$ cat src/rtl/cnt_field_pkg.sv
package cnt_field_pkg;

    typedef enum logic {
        MODE_WRAP = 1'b0,
        MODE_SAT  = 1'b1
    } cnt_mode_e;

    typedef enum logic [2:0] {
        OP_HOLD  = 3'd0,
        OP_CLEAR = 3'd1,
        OP_LOAD  = 3'd2,
        OP_UP    = 3'd3,
        OP_DOWN  = 3'd4
    } cnt_op_e;

endpackage

$ cat src/rtl/cnt_op_decode.sv
module cnt_op_decode
    import cnt_field_pkg::*;
(
    input  logic    clear_i,
    input  logic    load_i,
    input  logic    up_i,
    input  logic    down_i,
    output cnt_op_e op_o
);

    // Priority: clear, then load, then a single strobe; opposing strobes cancel.
    always_comb begin
        if (clear_i) begin
            op_o = OP_CLEAR;
        end else if (load_i) begin
            op_o = OP_LOAD;
        end else if (up_i && !down_i) begin
            op_o = OP_UP;
        end else if (down_i && !up_i) begin
            op_o = OP_DOWN;
        end else begin
            op_o = OP_HOLD;
        end
    end

endmodule

$ cat src/rtl/cnt_step.sv
module cnt_step
    import cnt_field_pkg::*;
#(
    parameter int unsigned WIDTH = 4,
    parameter cnt_mode_e   MODE  = MODE_WRAP
) (
    input  logic [WIDTH-1:0] count_i,
    input  cnt_op_e          op_i,
    input  logic [WIDTH-1:0] load_val_i,
    output logic [WIDTH-1:0] next_o,
    output logic             wrap_up_o,
    output logic             wrap_down_o
);

    localparam logic [WIDTH-1:0] MAX_VAL = '1;
    localparam logic [WIDTH-1:0] MIN_VAL = '0;
    localparam logic [WIDTH-1:0] ONE     = WIDTH'(1);

    logic at_max;
    logic at_min;
    logic [WIDTH-1:0] plus_one;
    logic [WIDTH-1:0] minus_one;

    assign at_max    = (count_i == MAX_VAL);
    assign at_min    = (count_i == MIN_VAL);
    assign plus_one  = count_i + ONE;
    assign minus_one = count_i - ONE;

    generate
        if (MODE == MODE_SAT) begin : g_sat
            always_comb begin
                wrap_up_o   = 1'b0;
                wrap_down_o = 1'b0;
                unique case (op_i)
                    OP_CLEAR: next_o = MIN_VAL;
                    OP_LOAD:  next_o = load_val_i;
                    OP_UP:    next_o = at_max ? MAX_VAL : plus_one;
                    OP_DOWN:  next_o = at_min ? MIN_VAL : minus_one;
                    default:  next_o = count_i;
                endcase
            end
        end else begin : g_wrap
            always_comb begin
                wrap_up_o   = (op_i == OP_UP) && at_max;
                wrap_down_o = (op_i == OP_DOWN) && at_min;
                unique case (op_i)
                    OP_CLEAR: next_o = MIN_VAL;
                    OP_LOAD:  next_o = load_val_i;
                    OP_UP:    next_o = plus_one;
                    OP_DOWN:  next_o = minus_one;
                    default:  next_o = count_i;
                endcase
            end
        end
    endgenerate

endmodule

$ cat src/rtl/cnt_flags.sv
module cnt_flags
    import cnt_field_pkg::*;
#(
    parameter int unsigned WIDTH      = 4,
    parameter int unsigned UP_LIMIT   = 6,
    parameter int unsigned DOWN_LIMIT = 7,
    parameter cnt_mode_e   MODE       = MODE_WRAP
) (
    input  logic [WIDTH-1:0] count_i,
    output logic             upper_hit_o,
    output logic             lower_hit_o,
    output logic             top_sat_o,
    output logic             bottom_sat_o
);

    localparam logic [WIDTH-1:0] MAX_VAL = '1;
    localparam logic [WIDTH-1:0] MIN_VAL = '0;

    logic [31:0] count_ext;

    assign count_ext   = 32'(count_i);
    assign upper_hit_o = (count_ext >= 32'(UP_LIMIT));
    assign lower_hit_o = (count_ext <= 32'(DOWN_LIMIT));

    generate
        if (MODE == MODE_SAT) begin : g_sat_flags
            assign top_sat_o    = (count_i == MAX_VAL);
            assign bottom_sat_o = (count_i == MIN_VAL);
        end else begin : g_no_sat_flags
            assign top_sat_o    = 1'b0;
            assign bottom_sat_o = 1'b0;
        end
    endgenerate

endmodule

$ cat src/rtl/updown_cnt_field.sv
module updown_cnt_field
    import cnt_field_pkg::*;
#(
    parameter int unsigned WIDTH      = 4,
    parameter int unsigned UP_LIMIT   = 6,
    parameter int unsigned DOWN_LIMIT = 7,
    parameter cnt_mode_e   MODE       = MODE_WRAP
) (
    input  logic             clk_i,
    input  logic             rst_ni,
    input  logic             clear_i,
    input  logic             load_i,
    input  logic [WIDTH-1:0] load_val_i,
    input  logic             up_i,
    input  logic             down_i,
    output logic [WIDTH-1:0] count_o,
    output logic             upper_hit_o,
    output logic             lower_hit_o,
    output logic             wrap_up_o,
    output logic             wrap_down_o,
    output logic             top_sat_o,
    output logic             bottom_sat_o
);

    typedef struct packed {
        logic [WIDTH-1:0] count;
    } cnt_state_t;

    cnt_state_t       state_d;
    cnt_state_t       state_q;
    cnt_op_e          op;
    logic [WIDTH-1:0] step_next;

    cnt_op_decode u_decode (
        .clear_i (clear_i),
        .load_i  (load_i),
        .up_i    (up_i),
        .down_i  (down_i),
        .op_o    (op)
    );

    cnt_step #(
        .WIDTH (WIDTH),
        .MODE  (MODE)
    ) u_step (
        .count_i     (state_q.count),
        .op_i        (op),
        .load_val_i  (load_val_i),
        .next_o      (step_next),
        .wrap_up_o   (wrap_up_o),
        .wrap_down_o (wrap_down_o)
    );

    cnt_flags #(
        .WIDTH      (WIDTH),
        .UP_LIMIT   (UP_LIMIT),
        .DOWN_LIMIT (DOWN_LIMIT),
        .MODE       (MODE)
    ) u_flags (
        .count_i      (state_q.count),
        .upper_hit_o  (upper_hit_o),
        .lower_hit_o  (lower_hit_o),
        .top_sat_o    (top_sat_o),
        .bottom_sat_o (bottom_sat_o)
    );

    always_comb begin
        state_d       = state_q;
        state_d.count = step_next;
    end

    always_ff @(posedge clk_i or negedge rst_ni) begin
        if (!rst_ni) begin
            state_q <= '0;
        end else begin
            state_q <= state_d;
        end
    end

    assign count_o = state_q.count;

endmodule

$ cat config.mk
export PLATFORM = sky130hd
export DESIGN_NAME = updown_cnt_field
export DESIGN_NICKNAME = d
export VERILOG_FILES = /design/src/rtl/cnt_field_pkg.sv /design/src/rtl/cnt_op_decode.sv /design/src/rtl/cnt_step.sv /design/src/rtl/cnt_flags.sv /design/src/rtl/updown_cnt_field.sv
export SDC_FILE = /design/constraint.sdc
export NUM_CORES = 1
export LEC_CHECK = 0
export BUFFER_PORTS_ARGS = -buffer_cell sky130_fd_sc_hd__buf_4
export CAP_MARGIN = 0
export CELL_PAD_IN_SITES_DETAIL_PLACEMENT = 1
export CELL_PAD_IN_SITES_GLOBAL_PLACEMENT = 1
export CORE_UTILIZATION = 32
export DETAILED_ROUTE_END_ITERATION = 10
export HOLD_SLACK_MARGIN = 0.03
export PLACE_DENSITY_LB_ADDON = 0.2
export SETUP_SLACK_MARGIN = 0.2
export SLEW_MARGIN = 10
export SYNTH_ARGS = -nofsm -noshare
export SYNTH_HDL_FRONTEND = slang
export SYNTH_HIERARCHICAL = 1
export SYNTH_SLANG_ARGS = --single-unit
$ cat constraint.sdc
create_clock -name clk_i -period 2.23 [get_ports clk_i]
set_input_delay 0.223 -clock clk_i [delete_from_list [all_inputs] [get_ports clk_i]]
set_output_delay 0.223 -clock clk_i [all_outputs]
set_load 0.03 [all_outputs]
Yosys cells after proc, flatten, opt, wreduce, memory -nomap -nowiden
Cells that the tools add are included.
Widths: inputs -> output; s select.
{"block": "classes", "addsub": 2, "n_eq_ne": 5, "muxes": 5, "reduce_logical": 8, "order_cmp": 2}
{"operator": "$pmux 4 s4", "n": 1}
{"operator": "$mux 3", "n": 4}
{"operator": "$eq 3x2->1 const B", "n": 2}
{"operator": "$add 4x1->4 const B", "n": 1}
{"operator": "$eq 4x4->1 const B", "n": 1}
{"operator": "$ge 4x3->1 const B", "n": 1}
{"operator": "$le 4x3->1 const B", "n": 1}
{"operator": "$logic_and 1x1->1", "n": 4}
{"operator": "$logic_not 4->1", "n": 1}
{"operator": "$reduce_bool 4->1", "n": 1}
{"operator": "$sub 4x1->4 const B", "n": 1}
{"operator": "$eq 3x1->1 const B", "n": 1}
{"operator": "$eq 3x3->1 const B", "n": 1}
{"operator": "$logic_not 1->1", "n": 2}
{"block": "word_totals", "wordCells": 23, "out_inout_bits": 10, "regBits": 4}

Logic depth before layout (Yosys ltp)
Gate-level depths: netlist of run 1.
{"block": "depth", "word_depth": 8, "ltp_mapped": 9, "ltp_nobuf": 8}

Cells and area by module
The synthesis of run 1 kept the hierarchy.
{"module": "cnt_step", "instances": 1, "cells_each": 48, "area_per_inst_um2": 326.6, "seq_area_each_um2": 0.0}
{"module": "updown_cnt_field", "instances": 1, "cells_each": 4, "area_per_inst_um2": 100.1, "seq_area_each_um2": 100.1}
{"module": "cnt_op_decode", "instances": 1, "cells_each": 5, "area_per_inst_um2": 37.5, "seq_area_each_um2": 0.0}
{"module": "cnt_flags", "instances": 1, "cells_each": 5, "area_per_inst_um2": 30.0, "seq_area_each_um2": 0.0}

Worst setup path before layout of run 1
No wires, ideal clock.
{"block": "synth_timing", "path_type": "in2reg", "startpoint": "in up_i", "endpoint": "reg state_q (netlist bit count_o[3])", "t_required_ns": 2.110, "arrival_time_ns": 2.240, "setup_slack_ns": -0.130, "stages": 8, "path_cell_list": "nor4b_2 > buf_4 > nor3b_1 > ha_1 > a21oi_2 > nand2_1 > o32a_1 > o211a_1"}
{"element": "start, declared", "line": "updown_cnt_field.sv:14", "source": "input logic up_i,"}
{"element": "end signal, assigned", "line": "updown_cnt_field.sv:76", "source": "state_q <= state_d;"}
{"element": "end, declared", "line": "updown_cnt_field.sv:30", "source": "cnt_state_t state_q;"}

==> out/results.txt, run 1 <==
Outcome = finished clean
Yosys top cell area share = 20.3%
Skew-Pair Late Insertion Delay = 230 ps
Max incr delay on CP = 400 ps
Final global-route overflow total = 0
CTS max path bufs = 2
Cell accounting for the most synthesized area = dfrtp_1
Clk_skew = 0.111 ps
Mapped Area = 494 um2
Register bit total from synthesis = 4
Routed WL per cell = 14.6 um
PD cells = 516 nW/um2
Vias = 522
I/O pin cnt = 20
Max FFs per register = 4
Met3 WL post-DR = 44 um
Peak supply drop = 0.246 mV
Initial core utilization = 36.2%
# fillers = 172
Pre-antenna DRT Iters = 2
Reg-to-reg slack, setup = 490 ps
Clock sinks = 4
Max-cap violations = 0
Max Fclk = 539 MHz
Final setup viols = 0
Die area = 1710 um2
# rows = 13
Synth warn = 6
Place WS = 141 ps
Worst Setup SP = down_i
GRT Util Overall = 20.9%
Clock root buffer = clkbuf_4
Tcrit/Tclk final = 83.2%
P_leak = 0.336 nW
Avg Cell Area, Syn = 7.97 um2
DRT Wirelength = 1.42 mm
Crit Path Max Fanout = 4
Fin Setup TNS = 0 ps
CP startpoint kind = input pin
Port bufs = 17
Depth of the worst register-to-register path = 4
CTS H-Tree Depth = 1
Drt drc = 0
Vias in the first global route = 522
Dpl hpwl = 1.10 mm
Met2 routed wirelength = 715 um
Final setup margin = 374 ps
Placed inst area = 666 um2
Die Wd = 41.3 um
CP Capture Type = register
WP buf/inv = 1
Delay-heaviest family, CP = compound AO/OA/AOI/OAI gates
Largest net degree at the start of global routing = 13
RSZ-0062 raised after global routing = no
Crit path kind = input pin to register
Yosys cell types = 32
Area delta synth->final = 41.3%
Highest metal layer with signal wires = met3
Final Hold Fails = 0
Register area share after synthesis = 20.3%
CTS tree = built
Synthesized instance count = 62
R2R Path Start = count_o[0]$_DFF_PN0_
Share of cells above drive strength 1 = 35.4%
Initial antenna violation count = 0
Final GP Congestion = 0.707
Post_cts resized = 0
Met1 Wirelength = 656 um
Initial detailed-routing violation count = 8
Crit path cell chain = buf_4 -> nand2b_1 -> a21oi_1 -> nor3b_4 -> fa_1 -> xnor2_1 -> o21ai_0 -> a221o_1
Final nets = 97
Inserted Clock Buffers = 3
Power, Total = 0.360 mW
Core Area = 1370 um2
Chip Height = 41.3 um
Critical path's slowest cell = fa_1
Slew Viols, Final = 0
Crit path DAT = 1970 ps
HP Class = input pin to async pin
First-pass GRT wire length = 2.25 mm
Clock period minus worst slack = 1860 ps
Vias/cell = 5.38
Worst R2R End = count_o[2]$_DFF_PN0_
Final core utilization = 51.1%
Req. time, crit path = 2350 ps
Area contributors post-synth = dfrtp_1 20%, nand2_1 7.6%, buf_4 6.1%
Final ANT Viol Nets = 0
Ant diodes = 0
Final instance area = 698 um2
Clock transition at the registers of the reported paths = 40 ps
[report_power, final]
group	internal (mW)	total [mW]	switching, mW
clock network	0.0602	0.0898	0.0296
registers	0.0823	0.107	0.0250
logic	0.0729	0.163	0.0902
[cell usage in the layout, fill, tap and decap left out]
cell type and count:
nor4b_4 1, xnor2_1 1, nor2_1 4, ha_1 1, nand2_1 10, nor3b_4 1, and2_1 1, nor4_1 1
a21oi_1 2, o21ai_0 2, a21o_1 1, o32a_1 1, a2111oi_2 1, buf_4 20, inv_1 3, dlygate4sd3_1 1
o21bai_1 1, clkbuf_4 3, nor3_1 2, mux2i_1 2, conb_1 2, nand2b_1 3, o22a_1 1, nor2b_1 1
dfrtp_1 4, nand3_1 3, ha_4 1, o22ai_1 1, o221a_2 1, fa_1 1, a221o_1 2, a21oi_2 1
xor2_1 1, o211a_1 1
[worst max path at each step]
stage	endpoint	slack (ps)	cells after the start
3_3_place_gp	count_o[2]$_DFF_PN0_	160	8
3_5_place_dp	count_o[2]$_DFF_PN0_	140	8
4_1_cts	wrap_up_o	380	7
6_report	count_o[2]$_DFF_PN0_	370	8
5_1_grt	wrap_up_o	290	7
2_1_floorplan	count_o[1]$_DFF_PN0_	180	7
[area by class of cell]
class	count	area [um2]	area share, %
clock buffers	3	22.5	3.23
inverters	3	11.3	1.61
multi-input cells	51	385	55.2
flip-flops and latches	4	100	14.3
well taps	15	18.8	2.69
repair buffers	21	160	22.9
[stage by stage]
| stage | cells | hold WS [ps] |
|---|---|---|
| 6_report | 97 | 326 |
| 5_1_grt | 97 | 328 |
| 4_1_cts | 97 | 314 |
| 3_5_place_dp | 93 | 25.0 |
| 3_3_place_gp | 93 | 25.4 |
| 2_1_floorplan | 63 | -72.6 |
[what timing repair did]
item | in CTS | in global routing
hold buffers | 1 | 0
buffers inserted | 0 | 0
hold endpoints to repair | 4 | 0
setup endpoints to repair | 0 | 0
[routing by layer]
| metal | vias to the layer above | GRT usage [%] |
|---|---|---|
| met1 | 253 | 23.5 |
| met5 | - | 0 |
| met4 | 0 | 4.84 |
| met2 | 9 | 37.1 |
| li1 | 260 | - |
| met3 | 0 | 7.98 |
[cell usage after synthesis]
cell type	count
ha_1	2
o22a_1	1
nand2b_1	3
o211a_1	1
nor3b_1	1
o32a_1	1
dfrtp_1	4
a221o_1	2
o21bai_1	1
nor3_1	2
o21ai_0	2
conb_1	1
xnor2_1	1
fa_1	1
xor2_1	1
a21o_1	1
buf_4	4
mux2i_1	2
clkbuf_1	1
nor4b_2	1
a2111oi_2	1
nor4_1	1
o22ai_1	1
and2_1	1
a21oi_1	2
nor2b_1	1
o221a_2	1
inv_1	3
a21oi_2	1
nand2_1	10
nor2_1	4
nand3_1	3
[kinds of logic (layout without fill, tap and decap cells)]
| kind of cell | Yosys count | in the layout | share of synthesized area [%] |
|---|---|---|---|
| buffers and inverters | 8 | 27 | 9.11 |
| other | 1 | 2 | 0.759 |
| AND/OR/NAND/NOR | 27 | 27 | 27.8 |
| XOR/XNOR | 2 | 2 | 3.54 |
| flip-flops | 4 | 4 | 20.3 |
| AO/OA/AOI/OAI | 15 | 15 | 25.3 |
| adder cells (fa/ha/maj) | 3 | 3 | 9.11 |
| multiplexers | 2 | 2 | 4.05 |
(Power assumes the default switching activity.)
==> run 2, diff against run 1 <==
Settings changed: CORE_UTILIZATION 32 to 29.
Clock period 2.23 ns to 1.5 ns, I/O delays scaled along.
==> out/results.txt, run 2 (same netlist as run 1, synthesis figures left out) <==
Crit path cell chain = buf_8 -> nor4b_4 -> nor3b_4 -> buf_6 -> fa_2 -> mux2i_1 -> nor3_1 -> a221o_1
Inst Count DP = 101 (+8.6%)
Final core utilization = 57.2% (+6.1 points)
Clock period minus worst slack = 1740 ps
CTS max path bufs = 2 (unchanged)
PD cells = 721 nW/um2 (+40%)
CTS H-Tree Depth = 1 (unchanged)
Port bufs = 17 (unchanged)
Largest net degree at the start of global routing = 13 (unchanged)
Req. time, crit path = 1620 ps (-730 ps)
Placed inst area = 739 um2 (+11%)
Initial detailed-routing violation count = 7 (-1)
Pre-antenna DRT Iters = 4 (+2)
Commonest non-fill, non-tap cell in the layout = buf_4
Tcrit/Tclk final = 116%
# rows = 14 (+1)
Final setup viols = 4 (+4)
CP startpoint kind = input pin
Die area = 1870 um2 (+9.8%)
Place WS = -594 ps (-735 ps)
DRT Wirelength = 1.73 mm (+22%)
I/O pin cnt = 20 (unchanged)
Inserted Clock Buffers = 3 (unchanged)
Area delta synth->final = 78.5%
Final ANT Viol Nets = 0 (unchanged)
Depth of the worst register-to-register path = 4 (unchanged)
HP Class = input pin to async pin
Max FFs per register = 4 (unchanged)
GRT Util Overall = 21.1% (+0.20 points)
Initial core utilization = 32.1% (-4.1 points)
Failing checks = negative setup slack
Vias/cell = 5.42 (+0.75%)
Core Area = 1540 um2 (+13%)
Outcome = finished with violations
Vias in the first global route = 600 (+15%)
Clock sinks = 4 (unchanged)
Chip Height = 43.3 um (+4.8%)
WP buf/inv = 2 (+1)
P_leak = 0.430 nW (+28%)
Delay-heaviest family, CP = simple AND/OR/NAND/NOR gates
Worst R2R End = count_o[2]$_DFF_PN0_
Final GP Congestion = 0.726 (+2.8%)
Most frequent cells in the layout = 23 x buf_4, 10 x nand2_1, 5 x buf_6
Crit path kind = input pin to register
Worst Setup SP = clear_i
Final nets = 108 (+11%)
CP Capture Type = register
Ant diodes = 0 (unchanged)
Clock root buffer = clkbuf_4
Critical path's slowest cell = fa_2
Final instance area = 882 um2 (+26%)
RSZ-0062 raised after global routing = yes
Slew Viols, Final = 0 (unchanged)
Routed WL per cell = 15.9 um (+8.9%)
Vias = 591 (+13%)
Crit Path Max Fanout = 4 (unchanged)
First-pass GRT wire length = 2.77 mm (+23%)
R2R Path Start = count_o[0]$_DFF_PN0_
Skew-Pair Late Insertion Delay = 240 ps (about the same)
Non-Filler Instances = 109 (+12%)
Peak supply drop = 0.247 mV (+0.26%)
Dpl hpwl = 1.28 mm (+16%)
Final setup margin = -236 ps (-610 ps)
Die Wd = 43.3 um (+4.8%)
Reg-to-reg slack, setup = -130 ps (-620 ps)
Final Hold Fails = 0 (unchanged)
Worst path depth = 8 (unchanged)
Max incr delay on CP = 450 ps (+50 ps)
Max-cap violations = 0 (unchanged)
Share of cells above drive strength 1 = 53.8% (+18 points)
Initial antenna violation count = 0 (unchanged)
Clk_skew = 1.85 ps (+1.73 ps)
Drt drc = 0 (unchanged)
Max Fclk = 576 MHz
Crit path DAT = 1850 ps (-120 ps)
CTS tree = built
Fin Setup TNS = -674 ps (-674 ps)
Clock transition at the registers of the reported paths = 40 ps (about the same)
Final global-route overflow total = 0 (unchanged)
Critical Path End = count_o[1]$_DFF_PN0_
==> run 2: how the worst min path moves through the flow <==
stage                       from              endpoint  slack (ps)  cells past startpoint
after detailed placement  rst_ni  count_o[1]$_DFF_PN0_         -50                      1
after global placement    rst_ni  count_o[2]$_DFF_PN0_         -50                      1
after CTS                 rst_ni  count_o[1]$_DFF_PN0_         240                      2
after global routing      rst_ni  count_o[1]$_DFF_PN0_         250                      2
final                     rst_ni  count_o[1]$_DFF_PN0_         250                      2
after floorplan           rst_ni  count_o[0]$_DFF_PN0_        -150                      0
==> run 2: where the power goes <==
part	internal (mW)	leakage, nW	switching, mW
logic	0.173	0.364	0.180
registers	0.123	0.0527	0.0234
clock network	0.0897	0.0138	0.0472
==> run 2: routing by layer <==
metal  routed length, um  GRT usage [%]  vias to the layer above
met5                   0              0                        -
met4                  49           11.5                        0
met3                  76           5.53                        6
met2                 928           37.0                       26
met1                 678           22.6                      274
li1                    -              -                      285
==> run 2: what timing repair did <==
action,4_1_cts,5_1_grt
pin swaps,9,6
hold buffers,1,0
setup endpoints to repair,7,6
hold endpoints to repair,4,0
resized for setup,16,5
buffers inserted,3,1
==> run 2: per-stage QoR <==
step	power [mW]	hold slack [ps]
floorplan	0.325	-146
global placement	0.440	-53.4
detailed placement	0.446	-50.9
CTS	0.614	243
global route	0.679	249
finish	0.636	251
==> run 2: area by class of cell <==
cell class | instances | area, um2
Timing Repair Buffer | 32 | 284
Inverter | 3 | 11.3
Sequential cell | 4 | 100
Clock buffer | 3 | 22.5
Multi-Input combinational cell | 51 | 444
Fill cell | 181 | 659
Tap cell | 16 | 20.0
